===== config.mk =====
export PLATFORM = sky130hd
export DESIGN_NAME = cso_port
export DESIGN_NICKNAME = d
export VERILOG_FILES = /design/src/rtl/cso_pkg.sv /design/src/rtl/cso_chan_pick.sv /design/src/rtl/cso_shift.sv /design/src/rtl/cso_seq.sv /design/src/rtl/cso_port.sv
export SDC_FILE = /design/constraint.sdc
export NUM_CORES = 1
export LEC_CHECK = 0
export ABC_AREA = 0
export CAP_MARGIN = 10
export CELL_PAD_IN_SITES_DETAIL_PLACEMENT = 1
export CELL_PAD_IN_SITES_GLOBAL_PLACEMENT = 1
export CORE_UTILIZATION = 31
export DETAILED_ROUTE_END_ITERATION = 6
export HOLD_SLACK_MARGIN = 0.08
export PLACE_DENSITY_LB_ADDON = 0.1
export SLEW_MARGIN = 30
export SYNTH_ARGS = -nofsm -noshare
export SYNTH_HDL_FRONTEND = slang
export SYNTH_SLANG_ARGS = --single-unit
export TNS_END_PERCENT = 20

===== constraint.sdc =====
create_clock -name clk -period 4.7 [get_ports clk]
set_clock_uncertainty 0.05 [all_clocks]
set_input_delay 0.705 -clock clk [delete_from_list [all_inputs] [get_ports clk]]
set_output_delay 0.705 -clock clk [all_outputs]
set_load 0.01 [all_outputs]

===== src/rtl/cso_pkg.sv =====
package cso_pkg;

    typedef enum logic {
        SEQ_IDLE = 1'b0,
        SEQ_SLOT = 1'b1
    } seq_state_e;

    function automatic int idx_width(input int n);
        return (n > 1) ? $clog2(n) : 1;
    endfunction

    // Slot counter width: enough to reach WW * 2**DCW.
    function automatic int ctr_width(input int ww, input int dcw);
        return $clog2(ww * (1 << dcw) + 1);
    endfunction

endpackage


===== src/rtl/cso_chan_pick.sv =====
module cso_chan_pick #(
    parameter int NCH = 6,
    localparam int CHW = cso_pkg::idx_width(NCH)
) (
    input  logic [NCH-1:0] en,
    input  logic [CHW-1:0] cur,
    output logic [CHW-1:0] nxt,
    output logic           found
);
    logic [NCH-1:0] cand;

    for (genvar i = 0; i < NCH; i++) begin : g_cand
        assign cand[i] = en[i] && (CHW'(i) > cur);
    end

    always_comb begin
        found = 1'b0;
        nxt   = '0;
        for (int i = NCH - 1; i >= 0; i--) begin
            if (cand[i]) begin
                found = 1'b1;
                nxt   = CHW'(i);
            end
        end
    end
endmodule


===== src/rtl/cso_shift.sv =====
module cso_shift #(
    parameter int NCH = 6,
    parameter int WW  = 16,
    localparam int CHW = cso_pkg::idx_width(NCH)
) (
    input  logic              clk,
    input  logic              rst,
    input  logic              start,
    input  logic [NCH*WW-1:0] samples,
    input  logic              load,
    input  logic [CHW-1:0]    sel,
    input  logic              shift,
    input  logic              sdi,
    output logic              bit_out
);
    logic [NCH*WW-1:0] bank_q;
    logic [WW-1:0]     shreg_q;
    logic [WW-1:0]     ld_word;

    always_comb begin
        if (start) ld_word = samples[sel*WW +: WW];
        else       ld_word = bank_q[sel*WW +: WW];
    end

    always_ff @(posedge clk) begin
        if (rst) begin
            bank_q  <= '0;
            shreg_q <= '0;
        end else begin
            if (start) bank_q <= samples;
            if (load)
                shreg_q <= ld_word;
            else if (shift)
                shreg_q <= {shreg_q[WW-2:0], sdi};
        end
    end

    assign bit_out = shreg_q[WW-1];
endmodule


===== src/rtl/cso_seq.sv =====
module cso_seq #(
    parameter int NCH = 6,
    parameter int WW  = 16,
    parameter int DCW = 3,
    localparam int CHW = cso_pkg::idx_width(NCH),
    localparam int CW  = cso_pkg::ctr_width(WW, DCW)
) (
    input  logic           clk,
    input  logic           rst,
    input  logic           start,
    input  logic [DCW-1:0] dev_count,
    input  logic [NCH-1:0] chan_en,
    input  logic           sfi,
    output logic           load,
    output logic [CHW-1:0] sel,
    output logic           shift,
    output logic           sfo,
    output logic           done,
    output logic           busy
);
    import cso_pkg::*;

    seq_state_e     st_q;
    logic [DCW-1:0] d_q;
    logic [NCH-1:0] en_q;
    logic [CHW-1:0] ch_q;
    logic [CW-1:0]  cnt_q;
    logic           pend_q;
    logic           sfo_q;
    logic           done_q;

    logic [CW-1:0]  last_c;
    logic [CW-1:0]  nxt_c;
    logic           slot_last;
    logic           rel_frame;
    logic           pend_take;
    logic [CHW-1:0] nxt_ch;
    logic           nxt_found;

    cso_chan_pick #(.NCH(NCH)) u_pick (
        .en    (en_q),
        .cur   (ch_q),
        .nxt   (nxt_ch),
        .found (nxt_found)
    );

    always_comb begin
        last_c    = CW'(WW * (int'(d_q) + 1));
        nxt_c     = cnt_q + 1'b1;
        slot_last = (cnt_q == last_c);
        rel_frame = pend_q && ((nxt_c % CW'(WW)) == '0) && (nxt_c < last_c);
        pend_take = ((cnt_q % CW'(WW)) == '0) && (cnt_q < (last_c - CW'(WW)));
    end

    always_ff @(posedge clk) begin
        if (rst) begin
            st_q   <= SEQ_IDLE;
            d_q    <= '0;
            en_q   <= '0;
            ch_q   <= '0;
            cnt_q  <= '0;
            pend_q <= 1'b0;
            sfo_q  <= 1'b0;
            done_q <= 1'b0;
        end else if (start) begin
            st_q   <= SEQ_SLOT;
            d_q    <= dev_count;
            en_q   <= chan_en | NCH'(1);
            ch_q   <= '0;
            cnt_q  <= '0;
            pend_q <= 1'b0;
            sfo_q  <= 1'b1;
            done_q <= 1'b0;
        end else if (st_q == SEQ_SLOT) begin
            if (slot_last) begin
                cnt_q  <= '0;
                pend_q <= 1'b0;
                if (nxt_found) begin
                    ch_q  <= nxt_ch;
                    sfo_q <= 1'b1;
                end else begin
                    st_q   <= SEQ_IDLE;
                    sfo_q  <= 1'b0;
                    done_q <= 1'b1;
                end
            end else begin
                cnt_q <= nxt_c;
                sfo_q <= rel_frame;
                if (pend_take) pend_q <= sfi;
            end
        end
    end

    assign load  = start || ((st_q == SEQ_SLOT) && slot_last && nxt_found);
    assign sel   = start ? '0 : nxt_ch;
    assign shift = (st_q == SEQ_SLOT) && !slot_last && (cnt_q != '0);
    assign sfo   = sfo_q;
    assign done  = done_q;
    assign busy  = (st_q == SEQ_SLOT);
endmodule


===== src/rtl/cso_port.sv =====
module cso_port #(
    parameter int NCH = 6,
    parameter int WW  = 16,
    parameter int DCW = 3
) (
    input  logic              clk,
    input  logic              rst,
    input  logic              start,
    input  logic [DCW-1:0]    dev_count,
    input  logic [NCH-1:0]    chan_en,
    input  logic [NCH*WW-1:0] samples,
    input  logic              sdi,
    input  logic              sfi,
    output logic              sdo,
    output logic              sfo,
    output logic              done
);
    localparam int CHW = cso_pkg::idx_width(NCH);

    logic           load;
    logic [CHW-1:0] sel;
    logic           shift;
    logic           busy;
    logic           bit_out;

    cso_seq #(.NCH(NCH), .WW(WW), .DCW(DCW)) u_seq (
        .clk       (clk),
        .rst       (rst),
        .start     (start),
        .dev_count (dev_count),
        .chan_en   (chan_en),
        .sfi       (sfi),
        .load      (load),
        .sel       (sel),
        .shift     (shift),
        .sfo       (sfo),
        .done      (done),
        .busy      (busy)
    );

    cso_shift #(.NCH(NCH), .WW(WW)) u_shift (
        .clk     (clk),
        .rst     (rst),
        .start   (start),
        .samples (samples),
        .load    (load),
        .sel     (sel),
        .shift   (shift),
        .sdi     (sdi),
        .bit_out (bit_out)
    );

    assign sdo = busy & bit_out;
endmodule


==> Yosys cells after proc, flatten, opt, wreduce, memory -nomap -nowiden <==
Cells that the tools add are included.
{ "word_totals": {"mem_bits_rw": 0, "n_memories": 0, "latch_bits": 0, "rom_bits": 0, "output_inout_bits": 3, "regBits": 136} }
{ "classes": {"div": 0, "n_reduce_logical": 25, "eq_ne": 1, "mul": 0, "magnitude_cmp": 8, "n_mux": 26, "bitwise_logic": 2, "n_shift": 2, "add_sub_neg": 3} }
{ "ops": {"columns": ["op", "n"], "rows": [
  ["$shiftx 96x8->16", 2],
  ["$mux 16", 3],
  ["$mux 3", 7],
  ["$logic_not 8->1", 2],
  ["$lt 8x8->1", 2],
  ["$mux 1", 15],
  ["$logic_and 1x1->1", 13],
  ["$add 8x1->8 const B", 1],
  ["$eq 8x8->1", 1],
  ["$mux 8", 1],
  ["$reduce_bool 8->1", 1],
  ["$sub 8x5->8 const B", 1],
  ["$gt 1x3->1 const A", 2],
  ["$gt 2x3->1 const A", 2],
  ["$gt 3x3->1 const A", 2],
  ["$reduce_and 3->1", 2],
  ["$reduce_bool 2->1", 3],
  ["$add 3x1->4 const B", 1],
  ["$reduce_and 2->1", 1],
  ["$reduce_or 2->1", 1],
  ["$and 1x1->1", 1],
  ["$logic_not 1->1", 1],
  ["$logic_or 1x1->1", 1],
  ["$not 1->1", 1]
]} }

==> Logic depth before layout (Yosys ltp) <==
{ "logic_depth": {"depth_word": 12, "mapped_depth": 11} }

==> Modules after synthesis <==
Synthesis repeated with hierarchy kept, for this count alone.
{ "hier_totals": {"hier_cells": 730, "area_unflattened_um2": 7054.3} }
{ "by_module_without_submodules": {"columns": ["mod", "n_inst", "cells_per_inst", "area_each_um2"], "rows": [
  ["cso_shift", 1, 543, 5492.8],
  ["cso_seq", 1, 160, 1413.9],
  ["cso_chan_pick", 1, 26, 141.4],
  ["cso_port", 1, 1, 6.3]
]} }

==> Worst setup path before layout <==
No wires, ideal clock.
{ "synth_path": {"path_type": "register to register", "startpoint": "reg u_seq.cnt_q[4]", "endpoint": "reg u_shift.shreg_q[10]", "period_less_slack_ns": 2.636, "t_required_ns": 4.528, "setup_slack_ns": 2.064, "t_arrival_ns": 2.464, "stages_incl_launch_ff": 10, "setup_ns": 0.122, "cell_sequence": "dfxtp_1 inv_1 ha_1 or4b_1 or4b_4 o211ai_4 buf_12 mux2_1 o21ai_1 a21oi_1"} }
{ "synth_between": {"elab_chain_len": 5} }
{ "synth_rtl": {"columns": ["item", "line", "rtl"], "rows": [
  ["from (decl)", "cso_seq.sv:27", "logic [CW-1:0] cnt_q;"],
  ["from (signal assigned)", "cso_seq.sv:87", "cnt_q <= nxt_c;"],
  ["$eq 8x8->1", "cso_seq.sv:50", "slot_last = (cnt_q == last_c);"],
  ["$logic_and 1x1->1 / $logic_not 1->1 (equally long branches)", "cso_seq.sv:94, cso_seq.sv:96", null],
  ["$logic_and 1x1->1, on equally long branches", "cso_seq.sv:94, cso_seq.sv:96", null],
  ["$logic_or 1x1->1 / $logic_and 1x1->1 (equally long branches)", "cso_seq.sv:94, cso_seq.sv:96", null],
  ["$mux 16 / $reduce_bool 2->1 (equally long branches)", null, null],
  ["to (signal assigned)", "cso_shift.sv:32", "shreg_q <= ld_word;"],
  ["to (signal assigned)", "cso_shift.sv:34", "shreg_q <= {shreg_q[WW-2:0], sdi};"],
  ["to (decl)", "cso_shift.sv:17", "logic [WW-1:0] shreg_q;"]
]} }
Several ways; a longest one is shown, not always the timed one.
A chain may end at the register's enable or synchronous reset.

==> Final worst setup path <==
{ "layout_path": {"startpoint": "reg u_seq.ch_q[2]", "endpoint": "reg u_shift.shreg_q[13]"} }
{ "layout_between": {"elab_chain_len": 12} }
{ "layout_rtl": {"columns": ["item", "line", "rtl"], "rows": [
  ["from (decl)", "cso_seq.sv:26", "logic [CHW-1:0] ch_q;"],
  ["from (signal assigned)", "cso_seq.sv:79", "ch_q <= nxt_ch;"],
  ["$gt 3x3->1", "cso_chan_pick.sv:13", "assign cand[i] = en[i] && (CHW'(i) > cur);"],
  ["$logic_and 1x1->1", "cso_chan_pick.sv:13", null],
  ["$mux 3 (6 in series)", "cso_chan_pick.sv:20", "if (cand[i]) begin"],
  ["$mux 3", "cso_seq.sv:95", "assign sel = start ? '0 : nxt_ch;"],
  ["$shiftx 96x8->16, on equally long branches", "cso_shift.sv:22, cso_shift.sv:21", null],
  ["$mux 16", "cso_shift.sv:21", "if (start) ld_word = samples[sel*WW +: WW];"],
  ["$mux 16", "cso_shift.sv:31", "if (load)"]
]} }
Several ways; a longest one is shown, not always the timed one.

==> impl_metrics.env <==
export IMPL_min_path_type="reg -> reg"
export IMPL_slew_headroom_pct=46.46
export IMPL_drc=0
export IMPL_yosysWarnings=0
export IMPL_max_cap_violations=0
export IMPL_intPower_mw=2.305
export IMPL_layout_drive_gt1_share_pct=7.334
export IMPL_crit_type="reg -> reg"
export IMPL_die_y_um=150.0
export IMPL_postCtsSetupBuffers=0
export IMPL_async_flop_share_pct=0
export IMPL_comb_power_share_pct=16.1
export IMPL_initial_core_util_pct=31.92
export IMPL_slowest_stage="a2111oi_0"
export IMPL_drtIter0Drc=259
export IMPL_synthFlopType="dfxtp_1"
export IMPL_setup_tns_final_ns=0
export IMPL_synth_seq_cells=135
export IMPL_antenna_found_initial=0
export IMPL_p_seq_share_pct=40.4
export IMPL_wl_per_cell_um=19.88
export IMPL_hp_start="u_shift.bank_q[15]"
export IMPL_startpoint="u_seq.ch_q[2]"
export IMPL_post_route_min_period_ns=3.150
export IMPL_cts_resized=0
export IMPL_p_clk_share_pct=43.4
export IMPL_io_pins=113
export IMPL_numCtsBuffers=17
export IMPL_grt_max_degree=65
export IMPL_finalMaxSlewViolations=0
export IMPL_status="finished clean"
export IMPL_synth_seq_area_share_pct=39.78
export IMPL_core_um2=21290
export IMPL_syn_area_per_cell_um2=8.928
export IMPL_path_cells="or3b_1, o21ai_1, a21o_1, o211a_1, a2111oi_0, o32ai_1"
export IMPL_drt_wl_total_um=22540
export IMPL_h_tree_depth=4
export IMPL_synth_cells=761
export IMPL_worstReg2RegStart="u_seq.ch_q[2]"
export IMPL_drtAntennaViolNets=0
export IMPL_yosys_area_share_simple_pct=17.24
export IMPL_clk_pin_slew_worst_paths_ns=0.06
export IMPL_multiInputGateArea_um2=3814
export IMPL_hpwl_um=16610
export IMPL_insertedDiodeCount=0
export IMPL_final_seq_area_um2=2703
export IMPL_synthesis_nets=881
export IMPL_cpPeakStageDelay_ns=0.66
export IMPL_final_common_cell="dfxtp_1"
export IMPL_clk_insertion_delay_late_ns=0.42
export IMPL_synth_compound_area_share_pct=16.57
export IMPL_cts_tree="built"
export IMPL_first_pass_iters=4
export IMPL_nNetsFinal=967
export IMPL_via_count=5976
export IMPL_clock_root_buffer="clkbuf_16"
export IMPL_power_density_nw_per_um2=361.1
export IMPL_finalCritPeriodShare_pct=67.03
export IMPL_holdWs_ns=0.4276
export IMPL_grt_pass1_wl_um=34760
export IMPL_syn2layout_area_growth_pct=27.81
export IMPL_ctsHoldBuffers=0
export IMPL_ir_drop_v=0.0002326
export IMPL_crit_path_start_kind="flip-flop"
export IMPL_finalSetupViolCount=0
export IMPL_fillers=2403
export IMPL_synthMuxAreaShare_pct=19.26
export IMPL_die_area_um2=22510
export IMPL_gr_usage_all_layers_pct=20.70
export IMPL_endpoint_kind="flip-flop"
export IMPL_routabilityCongestion=0.8114
export IMPL_grt_overflow_total=0
export IMPL_cp_required_ns=4.91
export IMPL_clkSinkCount=135
export IMPL_synth_xor_area_share_pct=1.160
export IMPL_swShare_pct=26.48
export IMPL_synth_top_family_by_area="multiplexers"
export IMPL_synth_cell_types=74
export IMPL_std_cell_rows=53
export IMPL_final_cell_mix="135 x dfxtp_1, 134 x nor2_1, 115 x mux2i_1"
export IMPL_cp_arrival_ns=3.36
export IMPL_fmax_ghz=0.3174
export IMPL_hold_viol=0
export IMPL_tightest_slew_ns=0.8007
export IMPL_synthAdderAreaFrac_pct=1.842
export IMPL_clockBufferDepth=2
export IMPL_fp_dieW_um=150.0
export IMPL_grt_pass1_vias=6098
export IMPL_synth_edf_count=0
export IMPL_p_leak_nw=3.623
export IMPL_port_buffers=111
export IMPL_rsz0062_at_grt="no"
export IMPL_syn_area_um2=6794
export IMPL_power_switching_mw=0.8302
export IMPL_crit_fanout=15
export IMPL_vias_per_cell=5.270
synth_stat cells (all sizes together) (5+ instances only):
master / n / area [um^2]
nand3: 18 / 90.09
mux2: 14 / 157.7
mux2i: 115 / 1151
inv: 13 / 48.80
xnor2: 5 / 43.79
buf: 20 / 105.1
o21ai: 31 / 158.9
dfxtp: 135 / 2703
o21a: 5 / 37.54
nor2: 134 / 503.0
o221ai: 5 / 43.79
nand2: 39 / 146.4
clkbuf: 34 / 127.6
o211ai: 9 / 81.33
o31a: 5 / 43.79
a21oi: 41 / 220.2
nand4: 9 / 56.30
nor3: 11 / 55.05
a31oi: 7 / 43.79
and3: 9 / 56.30
a221oi: 5 / 56.31
ha: 10 / 125.1
nand3b: 5 / 37.54
power groups by stage:
| stage | Combinational [mW] | Clock [mW] | Sequential [mW] |
|---|---|---|---|
| after floorplan | 0.305 | 0 | 1.26 |
| after global routing | 0.552 | 1.44 | 1.27 |
| after CTS | 0.511 | 1.39 | 1.27 |
| final | 0.506 | 1.36 | 1.27 |
| after global placement | 0.497 | 0 | 1.29 |
| after detailed placement | 0.507 | 0 | 1.29 |
metal layers:
metal | up-vias | routed length, um | track usage (%)
met5 | - | 0 | 0
met1 | 2944 | 11020 | 27.66
met2 | 98 | 10320 | 33.22
li1 | 2907 | - | -
met3 | 27 | 720 | 3.506
met4 | 0 | 478 | 7.727
worst max-delay path, delay by kind of cell, from the launching register on:
kind | cells | cell delay, ns
flip-flops | 1 | 0.65
AND/OR/NAND/NOR | 1 | 0.54
AO/OA/AOI/OAI | 5 | 1.74
flip-flops by register name, indices dropped and copies added (netlist names):
name / cells
u_seq.d_q: 3
u_seq.ch_q: 3
u_seq.sfo: 1
u_seq.pend_q: 1
u_seq.en_q: 5
u_seq.busy: 1
u_seq.done: 1
u_shift.shreg_q: 16
u_shift.bank_q: 96
u_seq.cnt_q: 8
metrics by stage:
| stage | area [um^2] | power [mW] | worst slack, ns | util, % | std cells |
|---|---|---|---|---|---|
| 6_report | 8683 | 3.135 | 1.550 | 40.79 | 1134 |
| 5_1_grt | 8683 | 3.269 | 1.418 | 40.79 | 1134 |
| 4_1_cts | 8680 | 3.164 | 1.622 | 40.77 | 1134 |
| 3_5_place_dp | 8090 | 1.799 | 1.481 | 38.01 | 1103 |
| 3_3_place_gp | 8090 | 1.786 | 1.665 | 38.01 | 1103 |
| 2_1_floorplan | 6794 | 1.569 | 2.064 | - | 761 |
final cells by class:
type / count / area share, %
Clock inverter: 9 / 1.441
Sequential cell: 135 / 31.12
Multi-Input combinational cell: 559 / 43.92
Timing Repair Buffer: 121 / 13.65
Inverter: 13 / 0.5620
Clock buffer: 22 / 5.346
Tap cell: 275 / 3.963
logic make-up after synthesis:
| kind of cell | count (synthesis) |
|---|---|
| xor+xnor | 9 |
| fa+ha+maj | 10 |
| simple gates | 252 |
| mux | 129 |
| compound gates | 159 |
| buf+inv | 67 |
| flops | 135 |
worst paths after layout:
kind / endpoint / slack (ns) / cells after the start
setup reg to reg: u_shift.shreg_q[13] / 1.55 / 6
hold reg to reg: u_shift.bank_q[15] / 0.43 / 2
hold / removal: u_shift.bank_q[15] / 0.43 / 2
setup / recovery: u_shift.shreg_q[13] / 1.55 / 6
No activity file was read; power rests on OpenSTA's default activity.
